### src/rtl/fe_pkg.sv
package fe_pkg;
    localparam logic [7:0] OP_SECTOR = 8'h7C;
    localparam logic [7:0] CE_B0     = 8'hC7;
    localparam logic [7:0] CE_B1     = 8'h94;
    localparam logic [7:0] CE_B2     = 8'h80;
    localparam logic [7:0] CE_B3     = 8'h9A;

    typedef enum logic [2:0] {
        PS_IDLE,
        PS_SE_ADDR,
        PS_SE_RDY,
        PS_CE_SEQ,
        PS_CE_RDY,
        PS_DROP
    } parse_st_t;

    // expected chip-erase byte at sequence position pos (1..3)
    function automatic logic [7:0] ce_byte(input logic [1:0] pos);
        case (pos)
            2'd1:    return CE_B1;
            2'd2:    return CE_B2;
            2'd3:    return CE_B3;
            default: return CE_B0;
        endcase
    endfunction
endpackage

### src/rtl/fe_spi_rx.sv
module fe_spi_rx #(
    parameter int SYNC_N = 2
) (
    input  logic       clk,
    input  logic       rst_n,
    input  logic       spi_sck,
    input  logic       spi_cs_n,
    input  logic       spi_mosi,
    output logic       byte_vld,
    output logic [7:0] rx_byte,
    output logic       cs_rise,
    output logic       cs_fall,
    output logic       bit_pend
);
    typedef struct packed {
        logic [SYNC_N-1:0] sck_sy;
        logic [SYNC_N-1:0] cs_sy;
        logic [SYNC_N-1:0] mosi_sy;
        logic              sck_p;
        logic              cs_p;
        logic [7:0]        sh;
        logic [2:0]        bcnt;
        logic              vld;
        logic [7:0]        data;
    } rx_t;

    rx_t q, d;

    logic sck_s, cs_s, mosi_s;
    assign sck_s  = q.sck_sy[SYNC_N-1];
    assign cs_s   = q.cs_sy[SYNC_N-1];
    assign mosi_s = q.mosi_sy[SYNC_N-1];

    always_comb begin
        d         = q;
        d.sck_sy  = {q.sck_sy[SYNC_N-2:0], spi_sck};
        d.cs_sy   = {q.cs_sy[SYNC_N-2:0], spi_cs_n};
        d.mosi_sy = {q.mosi_sy[SYNC_N-2:0], spi_mosi};
        d.sck_p   = sck_s;
        d.cs_p    = cs_s;
        d.vld     = 1'b0;
        if (cs_s) begin
            d.bcnt = '0;
        end else if (sck_s && !q.sck_p) begin
            d.sh   = {q.sh[6:0], mosi_s};
            d.bcnt = q.bcnt + 3'd1;
            if (q.bcnt == 3'd7) begin
                d.vld  = 1'b1;
                d.data = {q.sh[6:0], mosi_s};
            end
        end
    end

    always_ff @(posedge clk or negedge rst_n) begin
        if (!rst_n) begin
            q       <= '0;
            q.cs_sy <= '1;
            q.cs_p  <= 1'b1;
        end else begin
            q <= d;
        end
    end

    assign byte_vld = q.vld;
    assign rx_byte  = q.data;
    assign cs_rise  = cs_s && !q.cs_p;
    assign cs_fall  = !cs_s && q.cs_p;
    assign bit_pend = (q.bcnt != 3'd0);
endmodule

### src/rtl/fe_cmd_parse.sv
module fe_cmd_parse
    import fe_pkg::*;
(
    input  logic        clk,
    input  logic        rst_n,
    input  logic        byte_vld,
    input  logic [7:0]  rx_byte,
    input  logic        cs_rise,
    input  logic        cs_fall,
    input  logic        bit_pend,
    input  logic        busy,
    output logic        start_se,
    output logic        start_ce,
    output logic [23:0] addr
);
    typedef struct packed {
        parse_st_t   st;
        logic [1:0]  cnt;
        logic [23:0] addr;
    } ps_t;

    ps_t q, d;

    assign start_se = cs_rise && (q.st == PS_SE_RDY) && !bit_pend && !busy;
    assign start_ce = cs_rise && (q.st == PS_CE_RDY) && !bit_pend && !busy;
    assign addr     = q.addr;

    always_comb begin
        d = q;
        if (cs_rise || cs_fall) begin
            d.st  = PS_IDLE;
            d.cnt = '0;
        end else if (byte_vld) begin
            if (busy) begin
                d.st = PS_DROP;
            end else begin
                case (q.st)
                    PS_IDLE: begin
                        d.cnt = '0;
                        if (rx_byte == OP_SECTOR)  d.st = PS_SE_ADDR;
                        else if (rx_byte == CE_B0) begin
                            d.st  = PS_CE_SEQ;
                            d.cnt = 2'd1;
                        end else                   d.st = PS_DROP;
                    end
                    PS_SE_ADDR: begin
                        d.addr = {q.addr[15:0], rx_byte};
                        d.cnt  = q.cnt + 2'd1;
                        if (q.cnt == 2'd2) d.st = PS_SE_RDY;
                    end
                    PS_CE_SEQ: begin
                        if (rx_byte != ce_byte(q.cnt))  d.st = PS_DROP;
                        else if (q.cnt == 2'd3)         d.st = PS_CE_RDY;
                        else                            d.cnt = q.cnt + 2'd1;
                    end
                    default: d = q;
                endcase
            end
        end
    end

    always_ff @(posedge clk or negedge rst_n) begin
        if (!rst_n) begin
            q    <= '0;
            q.st <= PS_IDLE;
        end else begin
            q <= d;
        end
    end
endmodule

### src/rtl/fe_sector_map.sv
module fe_sector_map #(
    parameter int NSECT  = 64,
    parameter int SIDX_W = $clog2(NSECT + 1)
) (
    input  logic [23:0]       addr,
    input  logic              page_mode,
    output logic [SIDX_W-1:0] sidx
);
    localparam int SB      = $clog2(NSECT);
    localparam int PF_W    = 10;
    localparam int TOP_STD = 22;
    localparam int TOP_BIN = 21;

    logic [SB-1:0]   sec;
    logic [PF_W-1:0] pf;

    always_comb begin
        if (page_mode) begin
            sec = addr[TOP_BIN -: SB];
            pf  = addr[TOP_BIN -: PF_W];
        end else begin
            sec = addr[TOP_STD -: SB];
            pf  = addr[TOP_STD -: PF_W];
        end
        if (sec != '0)      sidx = SIDX_W'(sec) + SIDX_W'(1);
        else if (pf != '0)  sidx = SIDX_W'(1);
        else                sidx = '0;
    end
endmodule

### src/rtl/fe_erase_exec.sv
module fe_erase_exec #(
    parameter int NSECT  = 64,
    parameter int SIDX_W = $clog2(NSECT + 1),
    parameter int SE_CYC = 400,
    parameter int CE_CYC = 2000
) (
    input  logic              clk,
    input  logic              rst_n,
    input  logic              start_se,
    input  logic              start_ce,
    input  logic [SIDX_W-1:0] se_idx,
    input  logic [NSECT-1:0]  prot_mask,
    output logic              busy,
    output logic              erase_stb,
    output logic [SIDX_W-1:0] erase_sector
);
    localparam int MAXC = (SE_CYC > CE_CYC) ? SE_CYC : CE_CYC;
    localparam int TW   = $clog2(MAXC + 1);
    localparam logic [SIDX_W-1:0] LAST_IDX = SIDX_W'(NSECT);

    typedef struct packed {
        logic              busy;
        logic [TW-1:0]     tmr;
        logic              walk;
        logic [SIDX_W-1:0] widx;
        logic [NSECT-1:0]  prot;
        logic              stb;
        logic [SIDX_W-1:0] sidx;
    } ex_t;

    ex_t q, d;

    function automatic logic is_prot(input logic [NSECT-1:0] m,
                                     input logic [SIDX_W-1:0] idx);
        if (idx < SIDX_W'(2)) return m[0];
        return m[idx - SIDX_W'(1)];
    endfunction

    always_comb begin
        d     = q;
        d.stb = 1'b0;
        if (!q.busy) begin
            if (start_se) begin
                d.busy = 1'b1;
                d.tmr  = TW'(SE_CYC - 1);
                d.prot = prot_mask;
                d.stb  = !is_prot(prot_mask, se_idx);
                d.sidx = se_idx;
            end else if (start_ce) begin
                d.busy = 1'b1;
                d.tmr  = TW'(CE_CYC - 1);
                d.prot = prot_mask;
                d.walk = 1'b1;
                d.widx = '0;
            end
        end else begin
            if (q.tmr == '0) d.busy = 1'b0;
            else             d.tmr  = q.tmr - TW'(1);
            if (q.walk) begin
                d.stb  = !is_prot(q.prot, q.widx);
                d.sidx = q.widx;
                if (q.widx == LAST_IDX) d.walk = 1'b0;
                else                    d.widx = q.widx + SIDX_W'(1);
            end
        end
    end

    always_ff @(posedge clk or negedge rst_n) begin
        if (!rst_n) q <= '0;
        else        q <= d;
    end

    assign busy         = q.busy;
    assign erase_stb    = q.stb;
    assign erase_sector = q.sidx;
endmodule

### src/rtl/flash_erase_front.sv
module flash_erase_front #(
    parameter int NSECT  = 64,
    parameter int SIDX_W = $clog2(NSECT + 1),
    parameter int SE_CYC = 400,
    parameter int CE_CYC = 2000
) (
    input  logic              clk,
    input  logic              rst_n,
    input  logic              spi_sck,
    input  logic              spi_cs_n,
    input  logic              spi_mosi,
    input  logic              page_mode,
    input  logic [NSECT-1:0]  prot_mask,
    output logic              busy,
    output logic              erase_stb,
    output logic [SIDX_W-1:0] erase_sector
);
    logic        byte_vld, cs_rise, cs_fall, bit_pend;
    logic [7:0]  rx_byte;
    logic        start_se, start_ce;
    logic [23:0] cmd_addr;
    logic [SIDX_W-1:0] se_idx;

    fe_spi_rx #(.SYNC_N(2)) u_rx (
        .clk(clk), .rst_n(rst_n),
        .spi_sck(spi_sck), .spi_cs_n(spi_cs_n), .spi_mosi(spi_mosi),
        .byte_vld(byte_vld), .rx_byte(rx_byte),
        .cs_rise(cs_rise), .cs_fall(cs_fall), .bit_pend(bit_pend)
    );

    fe_cmd_parse u_parse (
        .clk(clk), .rst_n(rst_n),
        .byte_vld(byte_vld), .rx_byte(rx_byte),
        .cs_rise(cs_rise), .cs_fall(cs_fall), .bit_pend(bit_pend),
        .busy(busy),
        .start_se(start_se), .start_ce(start_ce), .addr(cmd_addr)
    );

    fe_sector_map #(.NSECT(NSECT), .SIDX_W(SIDX_W)) u_map (
        .addr(cmd_addr), .page_mode(page_mode), .sidx(se_idx)
    );

    fe_erase_exec #(
        .NSECT(NSECT), .SIDX_W(SIDX_W), .SE_CYC(SE_CYC), .CE_CYC(CE_CYC)
    ) u_exec (
        .clk(clk), .rst_n(rst_n),
        .start_se(start_se), .start_ce(start_ce),
        .se_idx(se_idx), .prot_mask(prot_mask),
        .busy(busy), .erase_stb(erase_stb), .erase_sector(erase_sector)
    );
endmodule

### config.mk
export PLATFORM = sky130hd
export DESIGN_NAME = flash_erase_front
export DESIGN_NICKNAME = d
export VERILOG_FILES = /design/src/rtl/fe_pkg.sv /design/src/rtl/fe_spi_rx.sv /design/src/rtl/fe_cmd_parse.sv /design/src/rtl/fe_sector_map.sv /design/src/rtl/fe_erase_exec.sv /design/src/rtl/flash_erase_front.sv
export SDC_FILE = /design/constraint.sdc
export NUM_CORES = 1
export LEC_CHECK = 0
export CORE_MARGIN = 2
export CORE_UTILIZATION = 40
export DETAILED_ROUTE_END_ITERATION = 7
export RECOVER_POWER = 25
export REMOVE_ABC_BUFFERS = 1
export SLEW_MARGIN = 20
export SYNTH_ARGS = -nofsm -noshare
export SYNTH_HDL_FRONTEND = slang
export SYNTH_SLANG_ARGS = --single-unit
### constraint.sdc
create_clock -name clk -period 7 [get_ports clk]
set_clock_uncertainty 0.05 [all_clocks]
set_input_delay 0.7 -clock clk [delete_from_list [all_inputs] [get_ports clk]]
set_output_delay 0.7 -clock clk [all_outputs]
set_load 0.05 [all_outputs]
==> results.md, run 1 <==
- Required @ worst endpoint: 7.23 ns
- Bufs on Longest Clock Path: 2
- Initial antenna violation count: 0
- Syn Area/Cell: 11.59 um^2
- Antenna-violating nets left: 0
- Worst-Skew Late Latency: 0.42 ns
- Pre-antenna DRT Iters: 5
- Root buffer cell: clkbuf_16
- Crit. Startpoint: page_mode
- Synthesized area: 8215 um^2
- Fin nets: 852
- Core area: 20,170 um^2
- First-pass GRT wire length: 31.24 mm
- CP Capture Type: flip-flop
- Antenna Cells: 0
- Hold Violations, Final: 0
- F_max: 0.1796 GHz
- Slowest-stage cell, CP: clkdlybuf4s50_1
- Minimum clock period: 5.567 ns
- DRC: 0
- Number of global-route vias before repair: 5,839
- Relative slew slack: -1.375
- Clock power frac: 0.471
- Depth of the CTS H-tree: 4
- Seq/Total Area, Yosys: 0.4482
- Row Count: 52
- Global-route usage over all layers: 0.1815
- Share of synthesized registers carrying an async set or reset: 1.000
- Die footprint: 21,700 um^2
- Worst IR Drop VDD: 0.1682 mV
- Setup_tns: 0 ns
- Cts hold-fix bufs: 0
- Hold WS: 0.3084 ns
- Slew @ Worst Pin: 3.562 ns
- Top Ports: 79
- Top cell type's share of synthesized area: 0.4386
- Layout cells sized above 1: 0.2254
- Drt total wl: 19.13 mm
- Leak Pwr: 4.368 nW
- Port Buf Inserts: 78
- Yosys reg bits: 147
- RR Startpoint: u_parse.addr[17]$_DFFE_PN0P_
- Initial drt markers: 285
- Die height: 147.3 um
- Sink Count: 147
- Initial Util: 0.4073
- Pins Over Slew Limit: 66
- Crit Path Max Fanout: 17
- Routability Congestion: 0.8653
- Vias: 5,801
- Grt ovf: 0
- Worst-path cell chain: clkdlybuf4s50_1, mux2i_1, ha_1, nor4b_4, nand2_2, mux2i_4, ha_1, mux2i_1, mux2_2, nor2_1, a21oi_1, a22o_1, o311ai_1, a21boi_1, o31ai_2, o211ai_1
- Routed wire length per instance: 18.20 um
- Synth area leaders: dfrtp_1 44%, mux2_2 14%, mux2i_1 7.1%, a22oi_1 2.3%, mux4_2 2.2%
- Post-DP HPWL: 13.55 mm
- Type of the most critical hold path: reg -> reg
- P_sw: 0.4172 mW
- Distinct cells, synth: 79
- Reg clk slew, reported paths: 0.06 ns
- Violated checks: max-capacitance violations, max-slew violations
- Switching share of power: 0.2227
- CP arrival: 5.80 ns
- Setup Viol. Count Final: 0
- Dominant cell type by area after synthesis: dfrtp_1
- Post-Synthesis Cells: 709
- CTS buffer count: 17
- Outcome: finished with violations
- WS Path Type: in -> reg
- Post-CTS resize count: 0
- Max incr delay on CP: 0.89 ns
- Pwr/cell area: 193.1 nW/um^2
- Pint: 1.456 mW
- Reg power frac: 0.472
- Crit path launch type: input port
- Max-cap viol count: 1
- Largest net degree at the start of global routing: 84
- Vias per std cell: 5.520
- Top_reg_cell synth: dfrtp_1
- Synth-to-Final Area Change: 18.08%
- Post-CTS setup buffers: 0
- RSZ-0062 raised after global routing: false
- Period utilisation layout: 0.7952
- Number of synthesis warnings: 0
- Hold_sp: u_rx.d[27]$_DFF_PN0_
- Combinational share of power: 0.057
- CTS tree: yes
- Die span in x: 147.3 um
- Post-synth EDFFs: 0
-- flip-flops by register name, indices dropped and copies added, names as in the netlist --
name	count
u_exec.q	83
u_parse.addr	23
u_rx.q	12
u_rx.rx_byte	8
u_exec.erase_sector	7
u_parse.q	5
u_rx.d	4
u_exec.busy	1
u_exec.erase_stb	1
u_rx.byte_vld	1
u_rx.cs_s	1
u_rx.mosi_s	1
-- logic make-up (layout without fill, tap and decap cells) --
| logic type | after synthesis | after routing | share of synthesized area |
|---|---|---|---|
| xor+xnor | 23 | 23 | 0.03137 |
| mux | 179 | 179 | 0.2546 |
| simple gates | 158 | 158 | 0.09793 |
| compound gates | 126 | 126 | 0.1080 |
| fa+ha+maj | 14 | 14 | 0.02132 |
| buf+inv | 62 | 134 | 0.03853 |
| flops | 147 | 147 | 0.4482 |
-- power by group through the flow --
| stage | Sequential [mW] | Combinational, mW | Clock [mW] |
|---|---|---|---|
| global route | 0.886 | 0.118 | 0.947 |
| detailed placement | 0.899 | 0.109 | 0 |
| floorplan | 0.894 | 0.0355 | 0 |
| global placement | 0.896 | 0.106 | 0 |
| CTS | 0.883 | 0.110 | 0.905 |
| finish | 0.883 | 0.107 | 0.883 |
-- Yosys cell counts (all sizes together), types with 7 or more instances --
master / instances
o21ai: 21
a22oi: 25
nand2b: 7
dfrtp: 144
mux2: 108
xnor2: 15
xor2: 8
nand2: 48
ha: 14
a21oi: 28
buf: 24
nor3: 8
clkbuf: 18
inv: 20
mux2i: 61
mux4: 10
nand3: 7
nor2: 45
a31oi: 8
-- routing by layer --
layer	GRT usage	share of wire	routed length, um
met1	0.2474	0.45	8625
met3	0.04286	0.056	1074
met5	0	0	0
met2	0.2916	0.48	9155
met4	0.05000	0.014	272
-- metrics by stage --
stage | instances | utilization | area [um^2] | power [mW] | setup slack (ns)
after floorplan | 667 | - | 7974 | 0.9293 | 1.812
after global placement | 1019 | 0.4530 | 9138 | 1.003 | 1.208
after detailed placement | 1019 | 0.4530 | 9138 | 1.008 | 0.9987
after CTS | 1051 | 0.4811 | 9704 | 1.898 | 1.453
after global routing | 1051 | 0.4810 | 9701 | 1.951 | 1.061
final | 1051 | 0.4810 | 9701 | 1.873 | 1.433
-- worst max-delay path: cells and delay by family --
kind	cells	cell delay, ns
muxes	4	1.60
adders and majority gates	2	1.08
AOI/OAI and AO/OA	6	1.01
buffers and inverters	1	0.89
and+or+nand+nor	3	0.49
-- placed cells by master (no fill, tap or decap), types with 7 or more instances in the layout --
cell type,n
a21oi_1,25
a22oi_1,25
a31oi_1,8
clkbuf_16,17
clkdlybuf4s50_1,74
dfrtp_1,144
ha_1,13
inv_1,20
mux2_2,105
mux2i_1,58
mux4_2,8
nand2_1,47
nand2b_1,7
nor2_1,43
nor3_1,8
o21ai_0,19
xnor2_1,12
xor2_1,8
-- cell type report --
class	instances	area, um^2
clock buffer	20	436.7
clock inverter	12	130.1
timing repair buffer	82	808.3
tap	270	337.8
multi-input combinational	500	4230
fill	1814	10470
inverter	20	75.07
sequential	147	3682
-- worst paths after layout --
path	to	slack (ns)	cells after the start
setup / recovery	u_exec.erase_stb$_DFF_PN0_	1.43	16
hold / removal	u_rx.d[21]$_DFF_PN0_	0.31	0
setup reg to reg	u_exec.erase_stb$_DFF_PN0_	2.28	15
hold reg to reg	u_rx.d[21]$_DFF_PN0_	0.31	0
max in group asynchronous	u_parse.addr[21]$_DFFE_PN0P_	3.38	2
min in group asynchronous	u_exec.q[48]$_DFFE_PN0P_	1.45	1
Note: power is estimated with default switching activity, not from simulation.
==> inputs of run 2 (changes only) <==
clock period = 4.71 ns   (was 7 ns; I/O delays follow)
==> run 2 against run 1 <==
Register-to-register slack lost 1.3 ns. The flow still finishes with violations (max-capacitance violations, max-slew violations). Critical endpoint unchanged. Combinational power is 51% higher. Final cell count increased by 0.76%. Sequential power increased by 48%. First-iteration DRC count grew 41%. Sequential share of layout area is 0.31 points lower. Worst hold slack lost 0.011 ns. Count of clock-buffer cells in the layout grew 1. Largest power group is now clock. Clock power is 53% higher. Die area unchanged. Worst setup slack got worse by 0.54 ns.
==> results.md, run 2 (same netlist as run 1, synthesis figures left out) <==
- Outcome: finished with violations
- Violated checks: max-capacitance violations, max-slew violations
- Pint: 2.194 mW (+51%)
- Row Count: 52 (unchanged)
- Worst IR Drop VDD: 0.2800 mV (+66%)
- Crit path launch type: input port
- Reg2reg path depth: 13 (-2)
- RSZ-0062 raised after global routing: false
- Crit Path Max Fanout: 10 (-7)
- Final Core Density: 0.4849 (+0.003971)
- Sink Count: 147 (unchanged)
- Final Non-Filler Cells: 1,059 (+0.76%)
- Pwr/cell area: 289.1 nW/um^2 (+50%)
- Antenna Cells: 0 (unchanged)
- Minimum clock period: 3.821 ns
- Vias per std cell: 5.557 (+0.68%)
- Synth-to-Final Area Change: 19.05%
- RR Startpoint: u_parse.addr[18]$_DFFE_PN0P_
- Top Ports: 79 (unchanged)
- Vias: 5,885 (+1.4%)
- CTS buffer count: 17 (unchanged)
- Global-route usage over all layers: 0.1868 (+0.005336)
- Port Buf Inserts: 78 (unchanged)
- Worst Hold Path Cells: 0 (unchanged)
- Post-CTS setup buffers: 0 (unchanged)
- Most frequent cells in the layout: 144 x dfrtp_1, 105 x mux2_2, 74 x clkdlybuf4s50_1, 58 x mux2i_1, 47 x nand2_1
- Die footprint: 21,700 um^2 (unchanged)
- Leak Pwr: 4.415 nW (+1.1%)
- Reg power frac: 0.464 (-0.008)
- Design area: 9781 um^2 (+0.83%)
- P_sw: 0.6335 mW (+52%)
- Die span in x: 147.3 um (unchanged)
- Setup_tns: 0 ns (unchanged)
- Fin nets: 860 (+0.94%)
- Pre-antenna DRT Iters: 5 (unchanged)
- Largest net degree at the start of global routing: 100 (+19%)
- Dpl cells: 1,027 (+0.79%)
- Initial Util: 0.4073 (unchanged)
- Setup Viol. Count Final: 0 (unchanged)
- CP arrival: 4.10 ns (-1.70 ns)
- Reg clk slew, reported paths: 0.06 ns (about the same)
- Largest Register: u_exec.q
- Hold Path End: u_rx.mosi_s$_DFF_PN0_
- Worst-Skew Late Latency: 0.42 ns (about the same)
- Max incr delay on CP: 0.53 ns (-0.36 ns)
- Filler instances: 1,779 (-1.9%)
- Layout cells sized above 1: 0.2357 (+0.01039)
- Commonest non-fill, non-tap cell in the layout: dfrtp_1
- Root buffer cell: clkbuf_16
- Cell Area, Placed: 9198 um^2 (+0.66%)
- Antenna-violating nets left: 0 (unchanged)
- Worst-path cell chain: clkdlybuf4s50_1, mux2i_1, ha_1, nor4b_4, nand2_2, mux2i_4, ha_1, buf_4, mux4_2, mux2i_1, nor2_1, a311oi_1, o31ai_2, o211ai_1
- Depth of the CTS H-tree: 4 (unchanged)
- Post-CTS resize count: 0 (unchanged)
- F_max: 0.2617 GHz
- Relative slew slack: -0.6898 (+0.6849)
- Period utilisation layout: 0.8113
- Slowest-stage cell, CP: clkdlybuf4s50_1
- Initial antenna violation count: 0 (unchanged)
- Routability Congestion: 0.8601 (-0.60%)
- Pins Over Slew Limit: 100 (+52%)
- Reg2reg setup slack: 0.98 ns (-1.30 ns)
- Cts hold-fix bufs: 0 (unchanged)
- Hold Violations, Final: 0 (unchanged)
- Max-cap viol count: 1 (unchanged)
- WS Path Type: in -> reg
- Hold WS: 0.2975 ns (-0.01090 ns)
- Switching share of power: 0.2240 (+0.001325)
- Routed wire length per instance: 18.75 um (+3.0%)
- Clock power frac: 0.479 (+0.008)
- CP Capture Type: flip-flop
- DRC: 0 (unchanged)
- Drt total wl: 19.86 mm (+3.8%)
- Required @ worst endpoint: 4.99 ns (-2.24 ns)
- Slew @ Worst Pin: 2.535 ns (-1.027 ns)
- Die height: 147.3 um (unchanged)
- Grt ovf: 0 (unchanged)
- Hold_sp: u_rx.d[23]$_DFF_PN0_
- Initial drt markers: 403 (+41%)
- Core area: 20,170 um^2 (unchanged)
- Largest register FFs: 83 (unchanged)
- Bufs on Longest Clock Path: 2 (unchanged)
- Post-DP HPWL: 14.11 mm (+4.1%)
- Crit Reg-Reg Endpoint: u_exec.erase_stb$_DFF_PN0_
- Number of global-route vias before repair: 6,027 (+3.2%)
- Combinational share of power: 0.057 (about the same)
- First-pass GRT wire length: 32.04 mm (+2.6%)
- Type of the most critical hold path: reg -> reg
- CTS tree: yes
[run 2: cell types whose count changed in the layout (fill, tap and decap cells not counted), sizes merged]
cell,before,now
buf,4,12
clkbuf,21,22
clkinv,5,6
inv,23,21
[run 2: how the worst max path moves through the flow]
stage	depth (start not counted)	slack, ns	to	start
3_5_place_dp	14	0.45	u_exec.erase_stb$_DFF_PN0_	page_mode
3_3_place_gp	14	0.60	u_exec.erase_stb$_DFF_PN0_	page_mode
6_report	14	0.89	u_exec.erase_stb$_DFF_PN0_	page_mode
2_1_floorplan	7	-0.48	u_exec.q[86]$_DFFE_PN0P_	u_rx.cs_s$_DFF_PN1_
5_1_grt	14	0.63	u_exec.erase_stb$_DFF_PN0_	page_mode
4_1_cts	14	0.89	u_exec.erase_stb$_DFF_PN0_	page_mode
[run 2: final cells by class]
class	instances	area [um^2]	area share
Clock buffer	21	460.4	0.04708
Clock inverter	11	128.9	0.01318
Inverter	20	75.07	0.007676
Multi-Input combinational cell	500	4230	0.4325
Sequential cell	147	3682	0.3765
Tap cell	270	337.8	0.03454
Timing Repair Buffer	90	865.8	0.08852
[run 2: power groups by stage]
stage,Clock (mW),Sequential (mW),Combinational [mW]
2_1_floorplan,0,1.33,0.0528
3_3_place_gp,0,1.33,0.162
3_5_place_dp,0,1.34,0.163
4_1_cts,1.38,1.31,0.165
5_1_grt,1.44,1.31,0.177
6_report,1.35,1.31,0.162
[run 2: worst max-delay path, delay by kind of cell]
family / cells / cell delay, ns
AO/OA/AOI/OAI: 3 / 0.48
AND/OR/NAND/NOR: 3 / 0.45
buffers and inverters: 2 / 0.81
multiplexers: 4 / 1.19
adder cells (fa/ha/maj): 2 / 0.69
[run 2: stage by stage]
stage	setup WS, ns	total power [mW]
floorplan	-0.4778	1.381
global placement	0.5985	1.494
detailed placement	0.4525	1.499
CTS	0.8902	2.857
global route	0.6311	2.930
finish	0.8888	2.827
[run 2: routing by layer]
metal  part of all wire  GRT usage  up-vias
li1                   -          -     2732
met1               0.45     0.2461     2952
met2               0.47     0.3007      177
met3              0.064    0.05124       24
met4              0.020    0.05962        0
met5                  0          0        -
